File: src/rtl/bist_seq_pkg.sv
package bist_seq_pkg;
  localparam int REG_W = 32;
  localparam int MATCH_BIT = 12;
  localparam logic [1:0] ADDR_CTRL = 2'd0;
  localparam logic [1:0] ADDR_SIG  = 2'd1;
  localparam logic [1:0] ADDR_STAT = 2'd2;
  localparam logic [15:0] DEF_TAPS = 16'hB400;
  localparam logic [15:0] DEF_SEED = 16'hACE1;
endpackage

File: src/rtl/bist_pn_source.sv
module bist_pn_source #(
  parameter int W = 16,
  parameter logic [W-1:0] TAPS = 16'hB400,
  parameter logic [W-1:0] SEED = 16'hACE1
) (
  input  logic         clk,
  input  logic         rst,
  input  logic         load,
  input  logic         step,
  output logic [W-1:0] word
);
  logic [W-1:0] state_q;

  always_ff @(posedge clk) begin
    if (rst || load) state_q <= SEED;
    else if (step)   state_q <= {state_q[W-2:0], ^(state_q & TAPS)};
  end

  assign word = state_q;

  // maximal-length sequence never reaches the all-zero word
  assert_pn_nonzero_R4: assert property (@(posedge clk) disable iff (rst)
    state_q != '0);
endmodule

File: src/rtl/bist_sig_compactor.sv
module bist_sig_compactor #(
  parameter int W = 16,
  parameter logic [W-1:0] TAPS = 16'hB400
) (
  input  logic         clk,
  input  logic         rst,
  input  logic         clr,
  input  logic         absorb,
  input  logic [W-1:0] din,
  output logic [W-1:0] sig
);
  logic [W-1:0] sig_q;

  always_ff @(posedge clk) begin
    if (rst || clr)  sig_q <= '0;
    else if (absorb) sig_q <= {sig_q[W-2:0], ^(sig_q & TAPS)} ^ din;
  end

  assign sig = sig_q;

  assert_sig_hold_R6: assert property (@(posedge clk) disable iff (rst)
    (!absorb && !clr) |=> $stable(sig_q));
endmodule

File: src/rtl/bist_phase_seq.sv
module bist_phase_seq #(
  parameter int SAMPLES = 1024
) (
  input  logic clk,
  input  logic rst,
  input  logic start_req,
  input  logic chan_rst,
  input  logic smp_valid,
  output logic busy,
  output logic seed_load,
  output logic absorb,
  output logic cmp_pend
);
  localparam int CW = (SAMPLES > 2) ? $clog2(SAMPLES) : 1;
  localparam logic [CW-1:0] LAST_IDX = CW'(SAMPLES - 1);

  logic          busy_q, armed_q, p2_next_q, cur_second_q, cmp_q;
  logic [CW-1:0] cnt_q;
  logic          start_ok, last_smp;

  assign start_ok  = start_req && armed_q && !busy_q;
  assign seed_load = start_ok && !p2_next_q;
  assign absorb    = busy_q && smp_valid;
  assign last_smp  = absorb && (cnt_q == LAST_IDX);

  always_ff @(posedge clk) begin
    if (rst) begin
      busy_q       <= 1'b0;
      armed_q      <= 1'b0;
      p2_next_q    <= 1'b0;
      cur_second_q <= 1'b0;
      cmp_q        <= 1'b0;
      cnt_q        <= '0;
    end else begin
      cmp_q <= 1'b0;
      if (start_ok) begin
        busy_q       <= 1'b1;
        armed_q      <= 1'b0;
        cur_second_q <= p2_next_q;
        cnt_q        <= '0;
      end else if (chan_rst && !busy_q) begin
        armed_q <= 1'b1;
      end
      if (last_smp) begin
        busy_q <= 1'b0;
        cnt_q  <= '0;
        if (cur_second_q) begin
          p2_next_q <= 1'b0;
          cmp_q     <= 1'b1;
        end else begin
          p2_next_q <= 1'b1;
        end
      end else if (absorb) begin
        cnt_q <= cnt_q + 1'b1;
      end
    end
  end

  assign busy     = busy_q;
  assign cmp_pend = cmp_q;

  assert_start_armed_R3: assert property (@(posedge clk) disable iff (rst)
    $rose(busy_q) |-> $past(armed_q) && $past(start_req));
  assert_end_on_valid_R6: assert property (@(posedge clk) disable iff (rst)
    $fell(busy_q) |-> $past(smp_valid));
  assert_cnt_range_R6: assert property (@(posedge clk) disable iff (rst)
    cnt_q <= LAST_IDX);
  assert_cmp_after_second_R8: assert property (@(posedge clk) disable iff (rst)
    cmp_q |-> $fell(busy_q) && $past(cur_second_q));
endmodule

File: src/rtl/bist_seq_ctrl.sv
module bist_seq_ctrl
  import bist_seq_pkg::*;
#(
  parameter int DATA_W = 16,
  parameter int SAMPLES = 1024,
  parameter logic [DATA_W-1:0] TAPS = DEF_TAPS,
  parameter logic [DATA_W-1:0] SEED = DEF_SEED
) (
  input  logic              clk,
  input  logic              rst,
  input  logic              chan_rst,
  input  logic              reg_wr,
  input  logic [1:0]        reg_addr,
  input  logic [REG_W-1:0]  reg_wdata,
  output logic [REG_W-1:0]  reg_rdata,
  input  logic [DATA_W-1:0] norm_sample,
  output logic [DATA_W-1:0] stim_out,
  input  logic [DATA_W-1:0] dp_result,
  input  logic              dp_valid,
  output logic              bist_active,
  output logic              sig_match
);
  logic              start_req, busy, seed_load, absorb, cmp_pend;
  logic [DATA_W-1:0] pn_word, sig_word, user_sig_q, norm_q;
  logic              match_q;
  logic [REG_W-1:0]  rdata_q;

  assign start_req = reg_wr && (reg_addr == ADDR_CTRL) && reg_wdata[0];

  bist_phase_seq #(.SAMPLES(SAMPLES)) u_seq (
    .clk(clk), .rst(rst), .start_req(start_req), .chan_rst(chan_rst),
    .smp_valid(dp_valid), .busy(busy), .seed_load(seed_load),
    .absorb(absorb), .cmp_pend(cmp_pend));

  bist_pn_source #(.W(DATA_W), .TAPS(TAPS), .SEED(SEED)) u_pn (
    .clk(clk), .rst(rst), .load(seed_load), .step(absorb), .word(pn_word));

  bist_sig_compactor #(.W(DATA_W), .TAPS(TAPS)) u_sig (
    .clk(clk), .rst(rst), .clr(seed_load), .absorb(absorb),
    .din(dp_result), .sig(sig_word));

  always_ff @(posedge clk) begin
    if (rst) begin
      norm_q     <= '0;
      user_sig_q <= '0;
      match_q    <= 1'b0;
      rdata_q    <= '0;
    end else begin
      norm_q <= norm_sample;
      if (reg_wr && (reg_addr == ADDR_SIG)) user_sig_q <= reg_wdata[DATA_W-1:0];
      if (seed_load)     match_q <= 1'b0;
      else if (cmp_pend) match_q <= (sig_word == user_sig_q);
      case (reg_addr)
        ADDR_CTRL: rdata_q <= REG_W'(busy);
        ADDR_SIG:  rdata_q <= REG_W'({sig_word, user_sig_q});
        ADDR_STAT: rdata_q <= REG_W'(match_q) << MATCH_BIT;
        default:   rdata_q <= '0;
      endcase
    end
  end

  assign stim_out    = busy ? pn_word : norm_q;
  assign bist_active = busy;
  assign sig_match   = match_q;
  assign reg_rdata   = rdata_q;

  assert_match_rise_R8: assert property (@(posedge clk) disable iff (rst)
    $rose(match_q) |-> $past(cmp_pend));
  assert_match_clear_R9: assert property (@(posedge clk) disable iff (rst)
    $past(seed_load) |-> !match_q);
  assert_stim_hold_R4: assert property (@(posedge clk) disable iff (rst)
    (busy && $past(busy) && !$past(dp_valid)) |-> $stable(stim_out));
  assert_stop_needs_samples_R11: assert property (@(posedge clk) disable iff (rst)
    (busy && !dp_valid) |=> busy);
endmodule

File: config.mk
export PLATFORM = sky130hd
export DESIGN_NAME = bist_seq_ctrl
export DESIGN_NICKNAME = d
export VERILOG_FILES = /design/src/rtl/bist_seq_pkg.sv /design/src/rtl/bist_pn_source.sv /design/src/rtl/bist_sig_compactor.sv /design/src/rtl/bist_phase_seq.sv /design/src/rtl/bist_seq_ctrl.sv
export SDC_FILE = /design/constraint.sdc
export NUM_CORES = 1
export LEC_CHECK = 0
export ABC_CLOCK_PERIOD_IN_PS = 1890
export BUFFER_PORTS_ARGS = -buffer_cell sky130_fd_sc_hd__buf_2
export CORE_MARGIN = 2
export CORE_UTILIZATION = 30
export DETAILED_ROUTE_END_ITERATION = 10
export PLACE_DENSITY = 0.58
export SYNTH_ARGS = -nofsm -noshare
export SYNTH_HDL_FRONTEND = slang
export SYNTH_SLANG_ARGS = --single-unit
File: constraint.sdc
create_clock -name clk -period 1.89 [get_ports clk]
set_clock_uncertainty 0.15 [all_clocks]
set_input_delay 0.189 -clock clk [delete_from_list [all_inputs] [get_ports clk]]
set_output_delay 0.189 -clock clk [all_outputs]
set_load 0.05 [all_outputs]
==> qor.txt, run 1 <==
Slew Limit Fails - 0
H-tree depth - 3
Routing usage on met3 - 5.304%
Area grow syn2layout - 34.23%
Tmin final - 1.811 ns
Clock latency on the worst-skew pair - 0.35 ns
Core area - 0.01388 mm2
Final net count - 664
Final Total Pwr - 4.721 mW
Busiest metal layer after global routing - met2
Post-synth EDFFs - 0
Avg WL per Cell - 13.14 um
Initial antenna violation count - 1
Setup ws final - 0.07858 ns
Startpoint types - flop
Max Cap Viol - 0
Min-Delay Path Depth - 3
Slowest-stage cell, CP - dfxtp_2
Drt pass-1 iters - 4
DRC violations left - 0
Routability congestion estimate - 0.8305
Number of buffers added on ports - 104
Syn. warnings - 0
Crit path max fanout - 18
ANT cells - 0
# Post-CTS Setup Buffers - 0
Share of layout cells above drive strength 1 - 27.56%
Dpl ws - 0.1557 ns
GR Util met1 - 15.41%
Max Clock Freq - 552.1 MHz
Leakage - 2.294 nW
Synth cell types - 36
Cell row count - 43
Unrepaired setup endpoints after global routing - no
Cell count after synthesis - 446
Finish-stage setup viols - 0
Sequential-to-total area share from yosys stat - 52.43%
Critical path cell sequence - buf_12, mux2_2, buf_2
Die Y - 123.4 um
Worst-Margin Slew - 0.5178 ns
DR vias/cell - 4.459
FFs w/ async S/R, synth - 0%
CTS Sinks - 112
Min Hold Slack - 0.01603 ns
Root Buffer - clkbuf_16
Hpwl dp - 7244 um
Max clock buf depth - 2
Critical Path AT - 1.47 ns
Status - finished, final reports clean
First-pass GRT wire length - 15,970 um
Critical path class - reg2out
Syn_area_per_cell - 9.589 um2
Worst Setup End Kind - output port
Starting Density - 30.81%
Total routed wirelength - 10,190 um
Peak supply drop - 604.6 uV
Met2 Use GR - 24.11%
FF+latch count, synth - 112
CP required - 1.55 ns
Num CTS Buffers - 9
Post-Syn Area - 0.004277 mm2
TritonCTS clock tree - done
IO Count - 121
Largest net degree at the start of global routing - 35
Max incr delay on CP - 0.39 ns
Power density cells - 822.5 mW/mm2
Synthesized net count - 518
GRT Resource Usage Total - 13.77%
Grt ovf - 0
Vias - 3,456
Synth Flop Type - dfxtp_1
1st-iter DRT viols - 236
Number of global-route vias before repair - 3,401
Cells on worst reg2reg path - 5
Hold Path Class - in2reg
Total Neg Setup Slack - 0 ns
Post-DRT Antenna Nets - 0
Finished Core Util - 41.36%
Final hold vios - 0
Die Wd - 123.4 um
Die area - 0.01523 mm2
Rel. slew slack - 65.40%
Fin crit share - 95.84%
CTS clock-pin slew for the worst setup and hold paths - 0.07 ns
==> cells by family after synthesis <==
| group | Yosys count | synth area share (%) |
|---|---|---|
| simple gates | 185 | 21.65 |
| flops | 112 | 52.43 |
| compound gates | 66 | 10.09 |
| xor+xnor | 38 | 7.782 |
| buf+inv | 26 | 3.072 |
| mux | 18 | 4.681 |
| fa+ha+maj | 1 | 0.2925 |
==> area by class of cell <==
cell class | count | area (um2)
clock buffers | 10 | 229.0
clock inverters | 4 | 55.05
fillers | 1390 | 8140
inverters | 2 | 7.507
multi-input cells | 308 | 1914
flip-flops and latches | 112 | 2243
well taps | 180 | 225.2
repair buffers | 159 | 1066
==> per-layer routing <==
metal | vias to the layer above | share of wire [%]
li1 | 1768 | -
met1 | 1564 | 43
met2 | 104 | 49
met4 | 2 | 1.7
met3 | 18 | 6.6
met5 | - | 0.13
==> timing repair <==
action,CTS,global route
gates resized for setup,1,6
hold buffers,43,0
setup endpoints to repair,16,37
endpoints found under the hold margin,43,0
==> per-stage QoR <==
step / instances / cell area [um2]
after global placement: 718 / 5004
after global routing: 775 / 5741
after floorplan: 446 / 4278
after CTS: 775 / 5722
after detailed placement: 718 / 5004
final: 775 / 5741
==> cell usage after synthesis, types with 2 or more instances <==
master / instances / area [um2]
a211oi_2: 9 / 112.6
inv_1: 2 / 7.510
or3_1: 5 / 31.28
dfxtp_1: 112 / 2242
buf_6: 3 / 33.78
nand4_1: 6 / 37.54
a21oi_1: 39 / 195.2
mux2_2: 16 / 180.2
nor2b_1: 18 / 112.6
mux2i_1: 2 / 20.02
buf_4: 2 / 15.01
a31oi_1: 3 / 18.77
a211oi_1: 7 / 52.55
xnor2_1: 38 / 332.8
nor3_1: 2 / 10.01
o21ai_0: 3 / 15.01
nand3_1: 11 / 55.05
buf_2: 3 / 15.01
o211ai_1: 4 / 30.03
clkbuf_1: 15 / 56.30
nand2_1: 73 / 274.0
and2_1: 34 / 212.7
nor2_1: 26 / 97.59
==> power by group <==
group	internal [mW]	switching (mW)
Sequential	2.40	0.0268
Clock	1.02	0.834
Combinational	0.207	0.233
==> worst max-delay path: cells and delay by family, from the launching register on <==
kind / cells / cell delay (ns)
flops: 1 / 0.39
buf+inv: 2 / 0.38
mux: 1 / 0.35
==> final timing paths <==
check,from,to,slack [ns]
worst max-delay path,u_seq.busy,stim_out[6],0.08
worst min register to register,u_seq.cmp_pend,sig_match,0.31
worst min-delay path,dp_result[11],u_sig.sig[11],0.02
worst max register to register,u_seq.cnt_q[0],u_seq.cnt_q[2],0.17
==> sequential cells by signal, indices dropped and copies added (netlist names) <==
register,cells
reg_rdata,32
norm_q,16
u_pn.word,16
u_sig.sig,16
user_sig_q,16
u_seq.cnt_q,10
sig_match,1
u_seq.armed_q,1
u_seq.busy,1
u_seq.cmp_pend,1
u_seq.cur_second_q,1
u_seq.p2_next_q,1
==> cell usage in the layout (no fill, tap or decap), types with 2 or more instances in the layout <==
master / instances
buf_12: 2
mux2_2: 16
xnor2_1: 38
dfxtp_1: 111
nand4_1: 6
or2_4: 2
a21oi_1: 39
clkbuf_16: 9
a31oi_1: 3
a211oi_1: 7
nor2_2: 2
nand3_1: 11
a211oi_2: 9
nor2_1: 24
mux2i_1: 2
nor2b_1: 18
inv_1: 2
nand2_1: 73
buf_4: 10
buf_2: 104
and2_1: 33
dlygate4sd3_1: 43
o21ai_0: 3
nor3_1: 2
or3_1: 5
o211ai_1: 4
No activity file was read; power rests on OpenSTA's default activity.
==> run 2: changes to the inputs <==
BUFFER_PORTS_ARGS = not set   (was -buffer_cell sky130_fd_sc_hd__buf_2)
CTS_BUF_LIST = sky130_fd_sc_hd__clkbuf_8   (was not set)
DONT_BUFFER_PORTS = 1   (was not set)
PLACE_DENSITY = 0.51   (was 0.58)
SLEW_MARGIN = 20   (was not set)
==> run 2 against run 1 <==
- clock power fell by 9.7%
- wire length down 3.4%
- setup slack lost 0.032 ns
- power down 4.6%
- critical endpoint is now stim_out[11]
- die area stayed put
- cell count down 10%
- combinational power down 12%
- sequential cell count stayed put
- clock-buffer cell count unchanged
- utilization shrank 2.4 points
==> qor.txt, run 2 (synthesis gave the netlist of run 1 again) <==
Status - finished, final reports clean
Avg WL per Cell - 14.13 um (+7.5%)
Final Cell Area - 0.005409 mm2 (-5.8%)
Power density cells - 832.3 mW/mm2 (+1.2%)
Max clock buf depth - 2 (unchanged)
Slew Limit Fails - 0 (unchanged)
Initial antenna violation count - 0 (-1)
Num CTS Buffers - 9 (unchanged)
Total routed wirelength - 9836 um (-3.4%)
Critical path class - reg2out
1st-iter DRT viols - 135 (-43%)
GRT Resource Usage Total - 13.81% (+0.039 points)
Worst-Margin Slew - 0.5255 ns (+0.007681 ns)
DR vias/cell - 4.545 (+1.9%)
Hpwl dp - 6728 um (-7.1%)
Worst Setup End Kind - output port
Number of buffers added on ports - 0 (-100%)
Tmin final - 1.843 ns (+0.03194 ns)
H-tree depth - 3 (unchanged)
Largest net degree at the start of global routing - 41 (+17%)
Vias - 3,163 (-8.5%)
Routability congestion estimate - 0.7538 (-9.2%)
Area grow syn2layout - 26.48%
Cell row count - 43 (unchanged)
Drt pass-1 iters - 5 (+1)
Max Cap Viol - 0 (unchanged)
ANT cells - 0 (unchanged)
Finished Core Util - 38.97% (-2.4 points)
Die Y - 123.4 um (unchanged)
Setup ws final - 0.04664 ns (-0.03194 ns)
IO Count - 121 (unchanged)
Root Buffer - clkbuf_8
Crit path max fanout - 18 (unchanged)
Commonest cells after routing, fill and taps aside - dfxtp_1 (111), nand2_1 (73), dlygate4sd3_1 (66)
Commonest non-fill, non-tap cell in the layout - dfxtp_1
CP required - 1.55 ns (about the same)
Fin crit share - 97.53% (+1.7 points)
Critical Path AT - 1.50 ns (+0.03 ns)
Rel. slew slack - 64.84% (-0.56 points)
Placed inst area - 0.004483 mm2 (-10%)
Starting Density - 30.81% (unchanged)
Max Clock Freq - 542.5 MHz (-1.7%)
Final hold vios - 0 (unchanged)
First-pass GRT wire length - 16,060 um (+0.52%)
Finish-stage setup viols - 0 (unchanged)
Leakage - 1.939 nW (-15%)
DRC violations left - 0 (unchanged)
Die Wd - 123.4 um (unchanged)
Grt ovf - 0 (unchanged)
Core area - 0.01388 mm2 (unchanged)
Fill count - 1,397 (+0.50%)
Post-DRT Antenna Nets - 0 (unchanged)
TritonCTS clock tree - done
Number of global-route vias before repair - 3,267 (-3.9%)
Final Total Pwr - 4.502 mW (-4.6%)
Die area - 0.01523 mm2 (unchanged)
Final net count - 584 (-12%)
Min Hold Slack - 0.03063 ns (+0.01460 ns)
Unrepaired setup endpoints after global routing - yes
Max reg flops - 32 (unchanged)
Clock latency on the worst-skew pair - 0.38 ns (+0.03 ns)
Peak supply drop - 442.8 uV (-27%)
CTS clock-pin slew for the worst setup and hold paths - 0.09 ns (+0.02 ns)
CTS Sinks - 112 (unchanged)
Hold Path Class - in2reg
Dpl ws - 0.1363 ns (-0.01934 ns)
Share of layout cells above drive strength 1 - 11.24% (-16 points)
Startpoint types - flop
## run 2: layer usage
layer,vias to the layer above,track usage (%),routed length [um]
met5,-,0,0
met4,0,5.398,167
met3,15,4.336,606
met2,92,24.18,4946
met1,1449,15.57,4116
li1,1607,-,-
## run 2: per-stage QoR
stage | instances | TNS, ns
finish | 696 | 0
global route | 696 | -0.3244
CTS | 696 | 0
detailed placement | 614 | 0
global placement | 614 | 0
floorplan | 446 | 0
## run 2: power by group
part | leakage [nW] | switching, mW | internal [mW]
clock | 0.125 | 0.779 | 0.901
combinational | 0.905 | 0.203 | 0.183
sequential | 0.909 | 0.0370 | 2.40
total | 1.94 | 1.02 | 3.48
## run 2: final timing paths
| path | to | cells past startpoint | from | slack (ns) |
|---|---|---|---|---|
| worst max-delay path | stim_out[11] | 2 | u_seq.busy | 0.05 |
| worst min-delay path | user_sig_q[9] | 3 | reg_wr | 0.03 |
| worst max register to register | u_seq.cnt_q[0] | 5 | u_seq.cnt_q[0] | 0.13 |
| worst min register to register | sig_match | 2 | u_seq.cmp_pend | 0.32 |
## run 2: worst max-delay path: stages (launching register included)
cell and delay (ns):
dfxtp_2 0.39, buf_8 0.24, mux2_2 0.49
## run 2: layout make-up
type                            count  area (um2)  area share (%)
Tap cell                          180       225.2           4.164
Inverter                            2       7.507          0.1388
Multi-Input combinational cell    308        1907           35.25
Timing Repair Buffer               79       790.8           14.62
Sequential cell                   112        2243           41.48
Clock buffer                       10       137.6           2.545
Clock inverter                      5       97.59           1.804
## run 2: what timing repair did
action | 4_1_cts | 5_1_grt
endpoints found under the hold margin | 73 | 0
hold buffers | 67 | 0
cloned | 0 | 0
setup endpoints to repair | 16 | 26
buffers inserted | 0 | 0
gates resized for setup | 2 | 1
==> run 3: changes to the inputs <==
MAX_ROUTING_LAYER = met4   (was not set)
==> run 3 against run 2 <==
- clock-buffer cell count did not move
- register-to-register slack barely moved
- global-route usage rose by 0.42 points
- die area did not move
- critical endpoint unchanged
- largest cell class unchanged
- highest routed layer unchanged
==> qor.txt, run 3 (synthesis gave the netlist of run 1 again) <==
Cell row count - 43 (unchanged)
Setup ws final - 0.04657 ns (-0.00006660 ns)
Placed Cells - 614 (unchanged)
Die Y - 123.4 um (unchanged)
Area grow syn2layout - 26.48% (unchanged)
Final Cell Area - 0.005409 mm2 (unchanged)
IO Count - 121 (unchanged)
Routability congestion estimate - 0.7635 (+1.3%)
Psw - 1.022 mW (+0.30%)
Commonest cells after routing, fill and taps aside - dfxtp_1 (111), nand2_1 (73), dlygate4sd3_1 (66)
Avg WL per Cell - 14.16 um (+0.16%)
First-pass GRT wire length - 16,070 um (about the same)
Placed inst area - 0.004483 mm2 (unchanged)
Final hold vios - 0 (unchanged)
Comb power frac - 8.6% (about the same)
Share of layout cells above drive strength 1 - 11.24% (unchanged)
Min Hold Slack - 0.02774 ns (-0.002897 ns)
Largest net degree at the start of global routing - 41 (unchanged)
TritonCTS clock tree - done
Max incr delay on CP - 0.49 ns (about the same)
Starting Density - 30.81% (unchanged)
CP top delay family - multiplexers
Min-Delay Path Depth - 3 (unchanged)
Reg-to-reg slack, setup - 0.14 ns (about the same)
Worst r2r dst - u_seq.cnt_q[0]
Worst Setup End Kind - output port
1st-iter DRT viols - 155 (+15%)
Number of buffers added on ports - 0 (unchanged)
CTS Sinks - 112 (unchanged)
Vias - 3,157 (-0.19%)
Status - finished, final reports clean
Post-DRT Antenna Nets - 0 (unchanged)
P_int - 3.483 mW (about the same)
Slew Limit Fails - 0 (unchanged)
Rel. slew slack - 64.71% (-0.13 points)
DRC violations left - 0 (unchanged)
Clk pwr share - 37.3% (about the same)
# Post-CTS Setup Buffers - 0 (unchanged)
Dpl ws - 0.1363 ns (unchanged)
Clock latency on the worst-skew pair - 0.38 ns (about the same)
Max Cap Viol - 0 (unchanged)
Worst-Margin Slew - 0.5286 ns (+0.003108 ns)
Commonest non-fill, non-tap cell in the layout - dfxtp_1
Slowest-stage cell, CP - mux2_2
Critical R2R Launch - u_seq.cnt_q[0]
Initial antenna violation count - 0 (unchanged)
Cells on worst reg2reg path - 5 (unchanged)
Max Clock Freq - 542.5 MHz (about the same)
Switching share of power - 22.68% (+0.053 points)
Hpwl dp - 6728 um (unchanged)
Num CTS Buffers - 9 (unchanged)
Min-delay src - reg_wr
Critical path class - reg2out
Unrepaired setup endpoints after global routing - yes
CP Buf/Inv Count - 1 (unchanged)
Tmin final - 1.843 ns (+0.00006660 ns)
ANT cells - 0 (unchanged)
Root Buffer - clkbuf_8
Hold endpoint - user_sig_q[9]
Peak supply drop - 442.9 uV (about the same)
CTS clock-pin slew for the worst setup and hold paths - 0.09 ns (about the same)
Critical Path AT - 1.50 ns (about the same)
CP required - 1.55 ns (about the same)
Final net count - 584 (unchanged)
Crit path max fanout - 18 (unchanged)
Grt ovf - 0 (unchanged)
Reg power frac - 54.1% (about the same)
Startpoint types - flop
Die area - 0.01523 mm2 (unchanged)
Fin crit share - 97.54% (about the same)
Hold Path Class - in2reg
Max reg flops - 32 (unchanged)
Max clock buf depth - 2 (unchanged)
Drt pass-1 iters - 4 (-1)
GRT Resource Usage Total - 14.23% (+0.42 points)
Finish-stage setup viols - 0 (unchanged)
Core area - 0.01388 mm2 (unchanged)
Power density cells - 832.9 mW/mm2 (about the same)
Number of global-route vias before repair - 3,260 (-0.21%)
Leakage - 1.939 nW (unchanged)
Die Wd - 123.4 um (unchanged)
Total routed wirelength - 9852 um (+0.16%)
Critical path cell sequence - buf_8, mux2_2
Final Non-Filler Cells - 696 (unchanged)
DR vias/cell - 4.536 (-0.19%)
H-tree depth - 3 (unchanged)
-- run 3: cell counts in the layout (fill, tap and decap cells not counted) --
No cell type changed its count.
-- run 3: metrics by stage --
| stage | setup TNS, ns | total power [mW] | utilization [%] |
|---|---|---|---|
| 2_1_floorplan | 0 | 2.722 | - |
| 3_3_place_gp | 0 | 2.749 | 32.30 |
| 3_5_place_dp | 0 | 2.752 | 32.30 |
| 4_1_cts | 0 | 4.586 | 38.95 |
| 5_1_grt | -0.2840 | 4.709 | 38.97 |
| 6_report | 0 | 4.505 | 38.97 |
-- run 3: worst reg2reg max path: cells and delay by family, from the launching register on --
family | cells | cell delay (ns)
flops | 1 | 0.45
simple gates | 4 | 0.77
fa+ha+maj | 1 | 0.29
-- run 3: layer usage --
layer	vias up	part of all wire [%]	wire length [um]	GRT usage, %
li1	1607	-	-	-
met1	1446	42	4169	15.71
met2	87	50	4973	24.18
met3	17	5.4	528	3.782
met4	0	1.8	180	6.037
met5	-	0	0	-
-- run 3: repair_timing --
action                                  in CTS  in global routing
hold buffers                                67                  0
resized for setup                            2                  1
endpoints found under the setup margin      16                 26
hold endpoints to repair                    73                  0
-- run 3: power groups by stage --
stage	sequential, mW	combinational [mW]	clock, mW
floorplan	2.48	0.239	0
global placement	2.49	0.257	0
detailed placement	2.49	0.259	0
CTS	2.44	0.389	1.76
global route	2.44	0.420	1.84
finish	2.44	0.386	1.68
-- run 3: how the worst max path moves through the flow --
stage / slack, ns / start / end / cells after the start
after global routing: -0.02 / u_seq.busy / stim_out[14] / 2
after global placement: 0.14 / u_seq.cnt_q[0] / u_seq.cnt_q[2] / 5
final: 0.05 / u_seq.busy / stim_out[11] / 2
after detailed placement: 0.14 / u_seq.cnt_q[0] / u_seq.cnt_q[2] / 5
after floorplan: 0.02 / u_seq.busy / stim_out[10] / 3
after CTS: 0.002 / u_seq.busy / stim_out[14] / 2
-- run 3: final cells by class --
| class | count | area (um2) |
|---|---|---|
| sequential | 112 | 2243 |
| tap | 180 | 225.2 |
| inverter | 2 | 7.507 |
| clock buffer | 10 | 137.6 |
| fill | 1397 | 8472 |
| multi-input combinational | 308 | 1907 |
| clock inverter | 5 | 97.59 |
| timing repair buffer | 79 | 790.8 |
